File: src/rtl/wt_cache_pkg.sv
package wt_cache_pkg;

  // source of data for cache fills and for the processor read mux
  typedef enum logic [1:0] {
    SRC_L1  = 2'd0,
    SRC_L2  = 2'd1,
    SRC_MEM = 2'd2,
    SRC_CPU = 2'd3
  } srcSel_e;

  // strobes from control to datapath
  typedef struct packed {
    logic    l1Wr;
    logic    l2Wr;
    srcSel_e src;
  } cacheStrb_t;

endpackage

File: src/rtl/wt_cache_level.sv
module wt_cache_level #(
  parameter int WADDR_W = 7,
  parameter int IDX_W   = 2,
  parameter int DATA_W  = 8
) (
  input  logic               clk,
  input  logic               rstN,
  input  logic [WADDR_W-1:0] wordAddr,
  input  logic               wrEn,
  input  logic [DATA_W-1:0]  wrData,
  output logic               hit,
  output logic [DATA_W-1:0]  rdData
);
  localparam int TAG_W = WADDR_W - IDX_W;
  localparam int SETS  = 1 << IDX_W;

  logic [SETS-1:0]   validQ;
  logic [TAG_W-1:0]  tagQ  [SETS];
  logic [DATA_W-1:0] dataQ [SETS];

  logic [IDX_W-1:0] idx;
  logic [TAG_W-1:0] tag;

  assign idx    = wordAddr[IDX_W-1:0];
  assign tag    = wordAddr[WADDR_W-1:IDX_W];
  assign hit    = validQ[idx] && (tagQ[idx] == tag);
  assign rdData = dataQ[idx];

  always_ff @(posedge clk or negedge rstN) begin
    if (!rstN)     validQ      <= '0;
    else if (wrEn) validQ[idx] <= 1'b1;
  end

  always_ff @(posedge clk) begin
    if (wrEn) begin
      tagQ[idx]  <= tag;
      dataQ[idx] <= wrData;
    end
  end

  // a written slot reports a hit for the same word on the next cycle
  a_r5_install_hits: assert property (@(posedge clk) disable iff (!rstN)
    wrEn ##1 (wordAddr == $past(wordAddr)) |-> hit && (rdData == $past(wrData)));

endmodule

File: src/rtl/wt_cache_dp.sv
module wt_cache_dp
  import wt_cache_pkg::*;
#(
  parameter int ADDR_W   = 8,
  parameter int DATA_W   = 8,
  parameter int OFF_W    = 1,
  parameter int L1_IDX_W = 2,
  parameter int L2_IDX_W = 3
) (
  input  logic                    clk,
  input  logic                    rstN,
  input  logic [ADDR_W-1:0]       cpuAddr,
  input  logic [DATA_W-1:0]       cpuWdata,
  input  logic [DATA_W-1:0]       memRdata,
  input  cacheStrb_t              strb,
  output logic                    l1Match,
  output logic                    l2Match,
  output logic                    dataSame,
  output logic [DATA_W-1:0]       cpuRdata,
  output logic [ADDR_W-OFF_W-1:0] memAddr,
  output logic [DATA_W-1:0]       memWdata
);
  localparam int WADDR_W = ADDR_W - OFF_W;

  logic [WADDR_W-1:0] wordAddr;
  logic [OFF_W-1:0]   unusedOffset;
  logic [DATA_W-1:0]  l1Data, l2Data, fillData;

  assign wordAddr     = cpuAddr[ADDR_W-1:OFF_W];
  assign unusedOffset = cpuAddr[OFF_W-1:0];

  always_comb begin
    unique case (strb.src)
      SRC_L2:  fillData = l2Data;
      SRC_MEM: fillData = memRdata;
      default: fillData = cpuWdata;
    endcase
  end

  always_comb begin
    unique case (strb.src)
      SRC_L1:  cpuRdata = l1Data;
      SRC_L2:  cpuRdata = l2Data;
      SRC_MEM: cpuRdata = memRdata;
      default: cpuRdata = '0;
    endcase
  end

  wt_cache_level #(.WADDR_W(WADDR_W), .IDX_W(L1_IDX_W), .DATA_W(DATA_W)) u_l1 (
    .clk(clk), .rstN(rstN), .wordAddr(wordAddr), .wrEn(strb.l1Wr),
    .wrData(fillData), .hit(l1Match), .rdData(l1Data));

  wt_cache_level #(.WADDR_W(WADDR_W), .IDX_W(L2_IDX_W), .DATA_W(DATA_W)) u_l2 (
    .clk(clk), .rstN(rstN), .wordAddr(wordAddr), .wrEn(strb.l2Wr),
    .wrData(fillData), .hit(l2Match), .rdData(l2Data));

  assign dataSame = (l1Data == cpuWdata);
  assign memAddr  = wordAddr;
  assign memWdata = cpuWdata;

  // a fill from memory always lands in both levels
  a_r5_fill_both: assert property (@(posedge clk) disable iff (!rstN)
    (strb.src == SRC_MEM) && strb.l2Wr |-> strb.l1Wr);
  // a processor write updating level one also updates level two
  a_r7_write_both: assert property (@(posedge clk) disable iff (!rstN)
    strb.l1Wr && (strb.src == SRC_CPU) |-> strb.l2Wr);

endmodule

File: src/rtl/wt_cache_fsm.sv
module wt_cache_fsm
  import wt_cache_pkg::*;
(
  input  logic       clk,
  input  logic       rstN,
  input  logic       cpuReq,
  input  logic       cpuWe,
  input  logic       l1Match,
  input  logic       l2Match,
  input  logic       dataSame,
  input  logic       memReady,
  output logic       cpuDone,
  output logic       memReq,
  output logic       memWe,
  output logic       l1Hit,
  output logic       l2Hit,
  output cacheStrb_t strb
);
  typedef enum logic [1:0] {S_IDLE, S_L2RD, S_MEMRD, S_MEMWR} state_e;

  state_e stateQ, stateNxt;

  always_ff @(posedge clk or negedge rstN) begin
    if (!rstN) stateQ <= S_IDLE;
    else       stateQ <= stateNxt;
  end

  always_comb begin
    stateNxt  = stateQ;
    cpuDone   = 1'b0;
    memReq    = 1'b0;
    memWe     = 1'b0;
    strb.l1Wr = 1'b0;
    strb.l2Wr = 1'b0;
    strb.src  = SRC_L1;
    unique case (stateQ)
      S_IDLE: begin
        if (cpuReq) begin
          if (!cpuWe) begin
            if (l1Match) cpuDone  = 1'b1;
            else         stateNxt = S_L2RD;
          end else begin
            if (l1Match && dataSame) cpuDone  = 1'b1;
            else                     stateNxt = S_MEMWR;
          end
        end
      end
      S_L2RD: begin
        strb.src = SRC_L2;
        if (l2Match) begin
          cpuDone   = 1'b1;
          strb.l1Wr = 1'b1;
          stateNxt  = S_IDLE;
        end else begin
          stateNxt  = S_MEMRD;
        end
      end
      S_MEMRD: begin
        memReq   = 1'b1;
        strb.src = SRC_MEM;
        if (memReady) begin
          cpuDone   = 1'b1;
          strb.l1Wr = 1'b1;
          strb.l2Wr = 1'b1;
          stateNxt  = S_IDLE;
        end
      end
      default: begin
        memReq   = 1'b1;
        memWe    = 1'b1;
        strb.src = SRC_CPU;
        if (memReady) begin
          cpuDone   = 1'b1;
          strb.l1Wr = 1'b1;
          strb.l2Wr = 1'b1;
          stateNxt  = S_IDLE;
        end
      end
    endcase
  end

  assign l1Hit = cpuDone && l1Match;
  assign l2Hit = cpuDone && (stateQ == S_L2RD);

  // a write finishing without memory leaves both levels untouched
  a_r6_equal_write_no_update: assert property (@(posedge clk) disable iff (!rstN)
    cpuDone && cpuWe && !memReq |-> !strb.l1Wr && !strb.l2Wr);
  // a level-two hit never touches memory
  a_r3_l2_no_mem: assert property (@(posedge clk) disable iff (!rstN)
    l2Hit |-> !memReq && !cpuWe);
  // a write missing level one completes through a memory write
  a_r8_miss_writes_mem: assert property (@(posedge clk) disable iff (!rstN)
    cpuDone && cpuWe && !l1Hit |-> memReq && memWe && strb.l1Wr && strb.l2Wr);

endmodule

File: src/rtl/wt_cache_ctrl.sv
module wt_cache_ctrl
  import wt_cache_pkg::*;
#(
  parameter int ADDR_W   = 8,
  parameter int DATA_W   = 8,
  parameter int OFF_W    = 1,
  parameter int L1_IDX_W = 2,
  parameter int L2_IDX_W = 3
) (
  input  logic                    clk,
  input  logic                    rstN,
  input  logic                    cpuReq,
  input  logic                    cpuWe,
  input  logic [ADDR_W-1:0]       cpuAddr,
  input  logic [DATA_W-1:0]       cpuWdata,
  output logic                    cpuDone,
  output logic [DATA_W-1:0]       cpuRdata,
  output logic                    l1Hit,
  output logic                    l2Hit,
  output logic                    memReq,
  output logic                    memWe,
  output logic [ADDR_W-OFF_W-1:0] memAddr,
  output logic [DATA_W-1:0]       memWdata,
  input  logic [DATA_W-1:0]       memRdata,
  input  logic                    memReady
);
  cacheStrb_t strb;
  logic       l1Match, l2Match, dataSame;

  wt_cache_fsm u_fsm (
    .clk(clk), .rstN(rstN), .cpuReq(cpuReq), .cpuWe(cpuWe),
    .l1Match(l1Match), .l2Match(l2Match), .dataSame(dataSame),
    .memReady(memReady), .cpuDone(cpuDone), .memReq(memReq), .memWe(memWe),
    .l1Hit(l1Hit), .l2Hit(l2Hit), .strb(strb));

  wt_cache_dp #(.ADDR_W(ADDR_W), .DATA_W(DATA_W), .OFF_W(OFF_W),
                .L1_IDX_W(L1_IDX_W), .L2_IDX_W(L2_IDX_W)) u_dp (
    .clk(clk), .rstN(rstN), .cpuAddr(cpuAddr), .cpuWdata(cpuWdata),
    .memRdata(memRdata), .strb(strb), .l1Match(l1Match), .l2Match(l2Match),
    .dataSame(dataSame), .cpuRdata(cpuRdata), .memAddr(memAddr),
    .memWdata(memWdata));

  // a pending memory transaction holds its request fields
  a_r10_hold: assert property (@(posedge clk) disable iff (!rstN)
    memReq && !memReady |=> memReq && $stable(memAddr) && $stable(memWe)
                            && $stable(memWdata));
  // no completion while memory is stalling
  a_r10_no_early_done: assert property (@(posedge clk) disable iff (!rstN)
    memReq && !memReady |-> !cpuDone);
  // hit flags are exclusive and only accompany completion
  a_r11_flags: assert property (@(posedge clk) disable iff (!rstN)
    $onehot0({l1Hit, l2Hit}) && ((l1Hit || l2Hit) -> cpuDone));
  // a read completing without a cache hit is a memory read
  a_r4_read_from_mem: assert property (@(posedge clk) disable iff (!rstN)
    cpuDone && !cpuWe && !l1Hit && !l2Hit |-> memReq && memReady && !memWe
                                              && (cpuRdata == memRdata));
  // a level-one read hit never touches memory
  a_r2_l1_no_mem: assert property (@(posedge clk) disable iff (!rstN)
    cpuDone && !cpuWe && l1Hit |-> !memReq);

endmodule

File: config.mk
export PLATFORM = sky130hd
export DESIGN_NAME = wt_cache_ctrl
export DESIGN_NICKNAME = d
export VERILOG_FILES = /design/src/rtl/wt_cache_pkg.sv /design/src/rtl/wt_cache_level.sv /design/src/rtl/wt_cache_dp.sv /design/src/rtl/wt_cache_fsm.sv /design/src/rtl/wt_cache_ctrl.sv
export SDC_FILE = /design/constraint.sdc
export NUM_CORES = 1
export LEC_CHECK = 0
export ABC_CLOCK_PERIOD_IN_PS = 3400
export CAP_MARGIN = 10
export CORE_MARGIN = 1
export CORE_UTILIZATION = 58
export DETAILED_ROUTE_END_ITERATION = 7
export PLACE_DENSITY = 0.8
export SYNTH_ARGS = -nofsm -noshare
export SYNTH_HDL_FRONTEND = slang
export SYNTH_SLANG_ARGS = --single-unit
File: constraint.sdc
create_clock -name clk -period 3.4 [get_ports clk]
set_clock_uncertainty 0.05 [all_clocks]
set_input_delay 0.51 -clock clk [delete_from_list [all_inputs] [get_ports clk]]
set_output_delay 0.51 -clock clk [all_outputs]
set_load 0.03 [all_outputs]
Word level (Yosys, flattened, before mapping)
Memory sizes are Yosys's and may differ from the RTL's.
Index checks and enable logic that the tools add are counted.
{"block": "word_totals", "in_bits": 29, "memories": 4, "elab_cells": 70, "ram_bits": 148, "ff_bits": 14, "output_inout_bits": 28}
{"name": "u_dp.u_l2.dataQ", "depth": 8, "width": 8, "read_ports": 1, "rd_ports_with_merged_regs": 0, "write_ports": 1, "line_no": "wt_cache_level.sv:19", "text": "logic [DATA_W-1:0] dataQ [SETS];"}
{"name": "u_dp.u_l1.dataQ", "depth": 4, "width": 8, "read_ports": 1, "rd_ports_with_merged_regs": 0, "write_ports": 1, "line_no": "wt_cache_level.sv:19"}
{"name": "u_dp.u_l2.tagQ", "depth": 8, "width": 4, "read_ports": 1, "rd_ports_with_merged_regs": 0, "write_ports": 1, "line_no": "wt_cache_level.sv:18", "text": "logic [TAG_W-1:0] tagQ [SETS];"}
{"name": "u_dp.u_l1.tagQ", "depth": 4, "width": 5, "read_ports": 1, "rd_ports_with_merged_regs": 0, "write_ports": 1, "line_no": "wt_cache_level.sv:18"}
{"block": "op_classes", "mux": 34, "bitwise": 2, "magnitude_cmp": 4, "eq_ne": 10, "reduce_logical": 13}
{"operator": "$pmux W8 S3", "count": 1}
{"operator": "$mux W1", "count": 17}
{"operator": "$pmux W8 S2", "count": 1}
{"operator": "$mux W2", "count": 7}
{"operator": "$eq A8 B8 Y1", "count": 1}
{"operator": "$or A8 B8 Y8", "count": 1}
{"operator": "$logic_and A1 B1 Y1", "count": 7}
{"operator": "$ne A3 B3 Y1 const B", "count": 2}
{"operator": "$pmux W2 S3", "count": 1}
{"operator": "$eq A5 B5 Y1", "count": 1}
{"operator": "$eq A2 B1 Y1 const B", "count": 2}
{"operator": "$eq A2 B2 Y1 const B", "count": 2}
{"operator": "$eq A4 B4 Y1", "count": 1}
{"operator": "$logic_not A2 Y1", "count": 2}
{"operator": "$lt A3 B4 Y1 const B", "count": 1}
{"operator": "$or A4 B4 Y4", "count": 1}
{"operator": "$pmux W1 S2", "count": 2}
{"operator": "$pmux W2 S2", "count": 1}
{"operator": "$reduce_and A4 Y1", "count": 1}
{"operator": "$bmux W1 S3", "count": 1}
{"operator": "$demux W1 S3", "count": 1}
{"operator": "$ge A3 B1 Y1 const B", "count": 1}
{"operator": "$lt A2 B3 Y1 const B", "count": 1}
{"operator": "$reduce_bool A3 Y1", "count": 1}
{"operator": "6 further kinds", "count": 6}

Logic depth before layout (Yosys ltp)
Gate-level depths: netlist of run 1.
{"block": "logic_depth", "depth_word": 9, "depth_mapped": 10, "depth_no_buf": 7}

Modules after synthesis
From an unflattened synthesis of run 1, not the netlist that was laid out.
{"block": "unflattened", "hier_cells": 423, "area_unflattened_um2": 7055.5}
{"module": "wt_cache_level at u_dp.u_l2", "instances": 1, "area_each_um2": 4108.9, "cells_per_inst": 233}
{"module": "wt_cache_level at u_dp.u_l1", "instances": 1, "area_each_um2": 2130.8, "cells_per_inst": 90}
{"module": "wt_cache_dp", "instances": 1, "area_each_um2": 643.1, "cells_per_inst": 78}
{"module": "wt_cache_fsm", "instances": 1, "area_each_um2": 172.7, "cells_per_inst": 22}

Worst setup path before layout of run 1
Ideal clock, no wire load.
{"block": "synth_path", "kind": "input -> register", "startpoint": "input cpuAddr[3]", "endpoint": "memory u_dp.u_l1.dataQ[0][0] (enable)", "arrival_ps": 2790, "path_stages": 8, "t_required_ps": 2950, "setup_slack_ps": 161, "cell_sequence": "buf_4 -> buf_2 -> mux4_2 -> mux2i_1 -> o2111ai_1 -> nor2_1 -> a21oi_2 -> nor3_1"}
{"block": "synth_via", "elab_chain_len": 7, "word_cells_on_any_way": 9}
{"element": "from (decl)", "line_no": "wt_cache_ctrl.sv:14", "text": "input logic [ADDR_W-1:0] cpuAddr,"}
{"element": "$mem_v2 Z8 W4 or $bmux W1 S3 (tied branches)"}
{"element": "$eq A4 B4 Y1 or $mux W1 (tied branches)", "line_no": "wt_cache_level.sv:26", "text": "assign hit = validQ[idx] && (tagQ[idx] == tag);"}
{"element": "$logic_and A1 B1 Y1 (*)", "line_no": "wt_cache_level.sv:26"}
{"element": "$mux W1 (*)", "line_no": "wt_cache_fsm.sv:50", "text": "if (l2Match) begin"}
{"element": "$pmux W1 S2 (*)", "line_no": "wt_cache_fsm.sv:36", "text": "unique case (stateQ)"}
{"element": "$mux W1 (*)", "line_no": "wt_cache_level.sv:35", "text": "if (wrEn) begin"}
{"element": "$mux W1 (implied by the code) (*)", "line_no": "wt_cache_level.sv:37", "text": "dataQ[idx] <= wrData;"}
{"element": "to (decl)", "line_no": "wt_cache_level.sv:19"}
Every way passes the cells marked *; elsewhere a longest branch is shown, timed or not. The select of a mux whose other input is x is not followed.

Final worst setup path of run 1
{"block": "layout_path", "startpoint": "input cpuAddr[3]", "endpoint": "output l1Hit"}
{"block": "layout_via", "elab_chain_len": 8, "word_cells_on_any_way": 15}
{"element": "branches (longest 7 deep; another with $mem_v2 Z8 W4)"}
{"element": "$logic_and A1 B1 Y1 (*)", "line_no": "wt_cache_fsm.sv:82", "text": "assign l1Hit = cpuDone && l1Match;"}
{"element": "to (decl)", "line_no": "wt_cache_ctrl.sv:18", "text": "output logic l1Hit,"}
Mark *: on every way between the ends. The select of a mux whose other input is x is not followed.

==> impl_metrics.json, run 1 <==
{
  "required_ns": 2.84,
  "drc": 8,
  "numCtsBuffers": 17,
  "yosys_warnings": 0,
  "crit_type": "in2out",
  "synth_cell_type_count": 43,
  "die_w_um": 111.6,
  "start_util_pct": 60.23,
  "cts_tree": "built",
  "power.leakage_nw": 2.916,
  "synthArstFlopShare_pct": 8.642,
  "peakVddDrop_uv": 427.2,
  "syn-num-nets": 434,
  "clock_latency_ns": 0.42,
  "fin_setup_tns_ns": 0,
  "post_cts_buffers": 0,
  "crit_path_max_fanout": 13,
  "num_rows": 39,
  "holdBufCountCts": 0,
  "grt_pass1_vias": 3928,
  "dp_slack_ns": 0.005741,
  "netlist_instances": 398,
  "synthFlopType": "edfxtp_1",
  "clkSinkCount": 162,
  "ys_top_cells_by_area": "edfxtp_1, mux4_2, dfrtp_1, mux2i_1, mux4_1",
  "netlist_top_cells_count": "edfxtp_1, mux4_2, nor2_1",
  "instances_no_fill": 619,
  "cts-root-buf": "clkbuf_16",
  "end_kind": "primary output",
  "synth-edff-count": 148,
  "wl_per_cell_um": 22.76,
  "vias": 3761,
  "worstSetupStartpointType": "primary input",
  "die_h_um": 111.6,
  "synth_area_leader_cell": "edfxtp_1",
  "grt_max_degree": 34,
  "place_inst": 587,
  "violations": "design-rule violations",
  "globalRoute.totalOverflow": 0,
  "hold_slack_ns": 0.4121,
  "maxSlewHeadroom_pct": 35.94,
  "core_area_um2": 11560,
  "final_nets": 499,
  "max_freq_ghz": 0.2959,
  "total_power_mw": 6.338,
  "avgSynthCellArea_um2": 17.50,
  "utilization_pct": 72.35,
  "ys_seq_area_share_pct": 68.83,
  "ant_nets": 0,
  "syn_to_final_growth_pct": 20.12,
  "hpwl_um": 8804,
  "stdcell_area_um2": 8367,
  "htreeDepth": 4,
  "dr.pass1.iters": 7,
  "grt.total_usage_pct": 24.29,
  "layout_min_cycle_time_ns": 3.379,
  "ys_ff_latch": 162,
  "slew_viol_final": 0,
  "hold_violations": 0,
  "port_buffers": 55,
  "drive_above_1_share_pct": 22.06,
  "worst_slew_pin_slew_ns": 0.9609,
  "yosysTopAreaCellShare_pct": 63.80,
  "cts_buffer_depth": 2,
  "clkTransAtPathRegs_ns": 0.06,
  "io_pins": 57,
  "setup_viol": 0,
  "placed_area_um2": 7740,
  "finalWorstSetupSlack_ns": 0.02091,
  "power_density_nw_per_um2": 757.5,
  "fin_crit_sh_pct": 99.38,
  "outcome": "finished with violations",
  "viasPerCell": 6.076,
  "dr.first_iter.drc_count": 475,
  "routed_wl_um": 14090,
  "synth.most_common_cell": "edfxtp_1",
  "grt_pass1_wl_um": 21730,
  "fp.dieArea_um2": 12450,
  "maxCapViolCount": 0,
  "antenna_found_initial": 0,
  "gp_congestion": 0.8243,
  "synth_area_um2": 6965,
  "min_path_type": "reg2reg",
  "cp.arrival_ns": 2.82,
  "antenna_cells": 0
}
## routing by layer
metal	track usage [%]	wire length, µm	up-vias
li1	-	-	1671
met1	32.21	5758	1891
met2	39.13	7160	173
met3	5.934	904	26
met4	9.910	267	0
met5	0	0	-
## flip-flops by register name, summed over array words and instances (netlist names)
name	cells
u_dp.u_l1.dataQ	32
u_dp.u_l1.tagQ	20
u_dp.u_l1.validQ	4
u_dp.u_l2.dataQ	64
u_dp.u_l2.tagQ	32
u_dp.u_l2.validQ	8
u_fsm.stateQ	2
## cells by family (layout without fill, tap and decap cells)
| group | count (synthesis) | after routing | share of synthesized area [%] |
|---|---|---|---|
| multiplexers | 59 | 59 | 14.75 |
| flip-flops | 162 | 162 | 68.83 |
| XOR/XNOR | 23 | 23 | 2.892 |
| adder cells (fa/ha/maj) | 7 | 7 | 1.257 |
| buffers and inverters | 40 | 118 | 3.646 |
| AO/OA/AOI/OAI | 44 | 44 | 4.060 |
| AND/OR/NAND/NOR | 63 | 63 | 4.563 |
## cells in the final DEF, fill, tap and decap left out, types with 5 or more instances in the layout
cell / synthesis / layout
nor3_2: 2 / 5
xnor2_1: 13 / 13
mux4_1: 7 / 7
or2_1: 8 / 8
xor2_1: 10 / 9
clkbuf_16: 0 / 17
nand2b_1: 6 / 6
mux4_2: 25 / 25
nand2_1: 14 / 14
dfrtp_1: 14 / 14
mux2i_1: 19 / 18
edfxtp_1: 148 / 148
inv_1: 5 / 5
buf_4: 18 / 22
clkdlybuf4s50_1: 0 / 47
mux2_2: 8 / 8
buf_12: 0 / 7
a21oi_1: 19 / 19
nor2_1: 20 / 19
ha_1: 7 / 7
a22oi_1: 8 / 8
## layout make-up
type | instances | area, µm²
Fill cell | 667 | 3198
Clock inverter | 13 | 158.9
Clock buffer | 19 | 432.9
Sequential cell | 162 | 4795
Tap cell | 143 | 178.9
Inverter | 5 | 18.77
Multi-Input combinational cell | 196 | 1959
Timing Repair Buffer | 81 | 823.3
## critical path, stage by stage
cell and delay, ns:
clkdlybuf4s50_1 0.50, buf_12 0.16, mux2i_1 0.08, mux4_2 0.48, xor2_1 0.24, o2111ai_2 0.20
nor2_2 0.22, a21o_1 0.14, o22a_1 0.13, buf_4 0.15
## power by group
group          total [mW]  switching (mW)  internal, mW
clock network        1.89           0.737          1.15
registers            2.84          0.0762          2.76
logic                1.61            1.07         0.541
## final timing paths
kind / slack (ns) / cells after the start / from / to
max reg2reg: 0.66 / 6 / u_fsm.stateQ[0] / u_dp.u_l2.dataQ[4][3]
max in group asynchronous: 2.32 / 1 / rstN / u_dp.u_l2.validQ[6]
min in group asynchronous: 0.49 / 1 / rstN / u_dp.u_l1.validQ[3]
min: 0.41 / 1 / u_dp.u_l2.validQ[4] / u_dp.u_l2.validQ[4]
min reg2reg: 0.41 / 1 / u_dp.u_l2.validQ[4] / u_dp.u_l2.validQ[4]
max: 0.02 / 10 / cpuAddr[3] / l1Hit
## timing repair
action	4_1_cts	5_1_grt
resized for setup	1	7
endpoints found under the setup margin	1	4
pin swaps	0	1
No activity file was read; power rests on OpenSTA's default activity.
==> run 2: changes to the inputs <==
--- a/config.mk
+++ b/config.mk
@@ -5,7 +5,6 @@
 export SDC_FILE = /design/constraint.sdc
 export NUM_CORES = 1
 export LEC_CHECK = 0
-export ABC_CLOCK_PERIOD_IN_PS = 3400
 export CAP_MARGIN = 10
 export CORE_MARGIN = 1
 export CORE_UTILIZATION = 58
==> results of run 2 <==
Same layout as run 1: the final DEF is identical, and so are final timing and power.
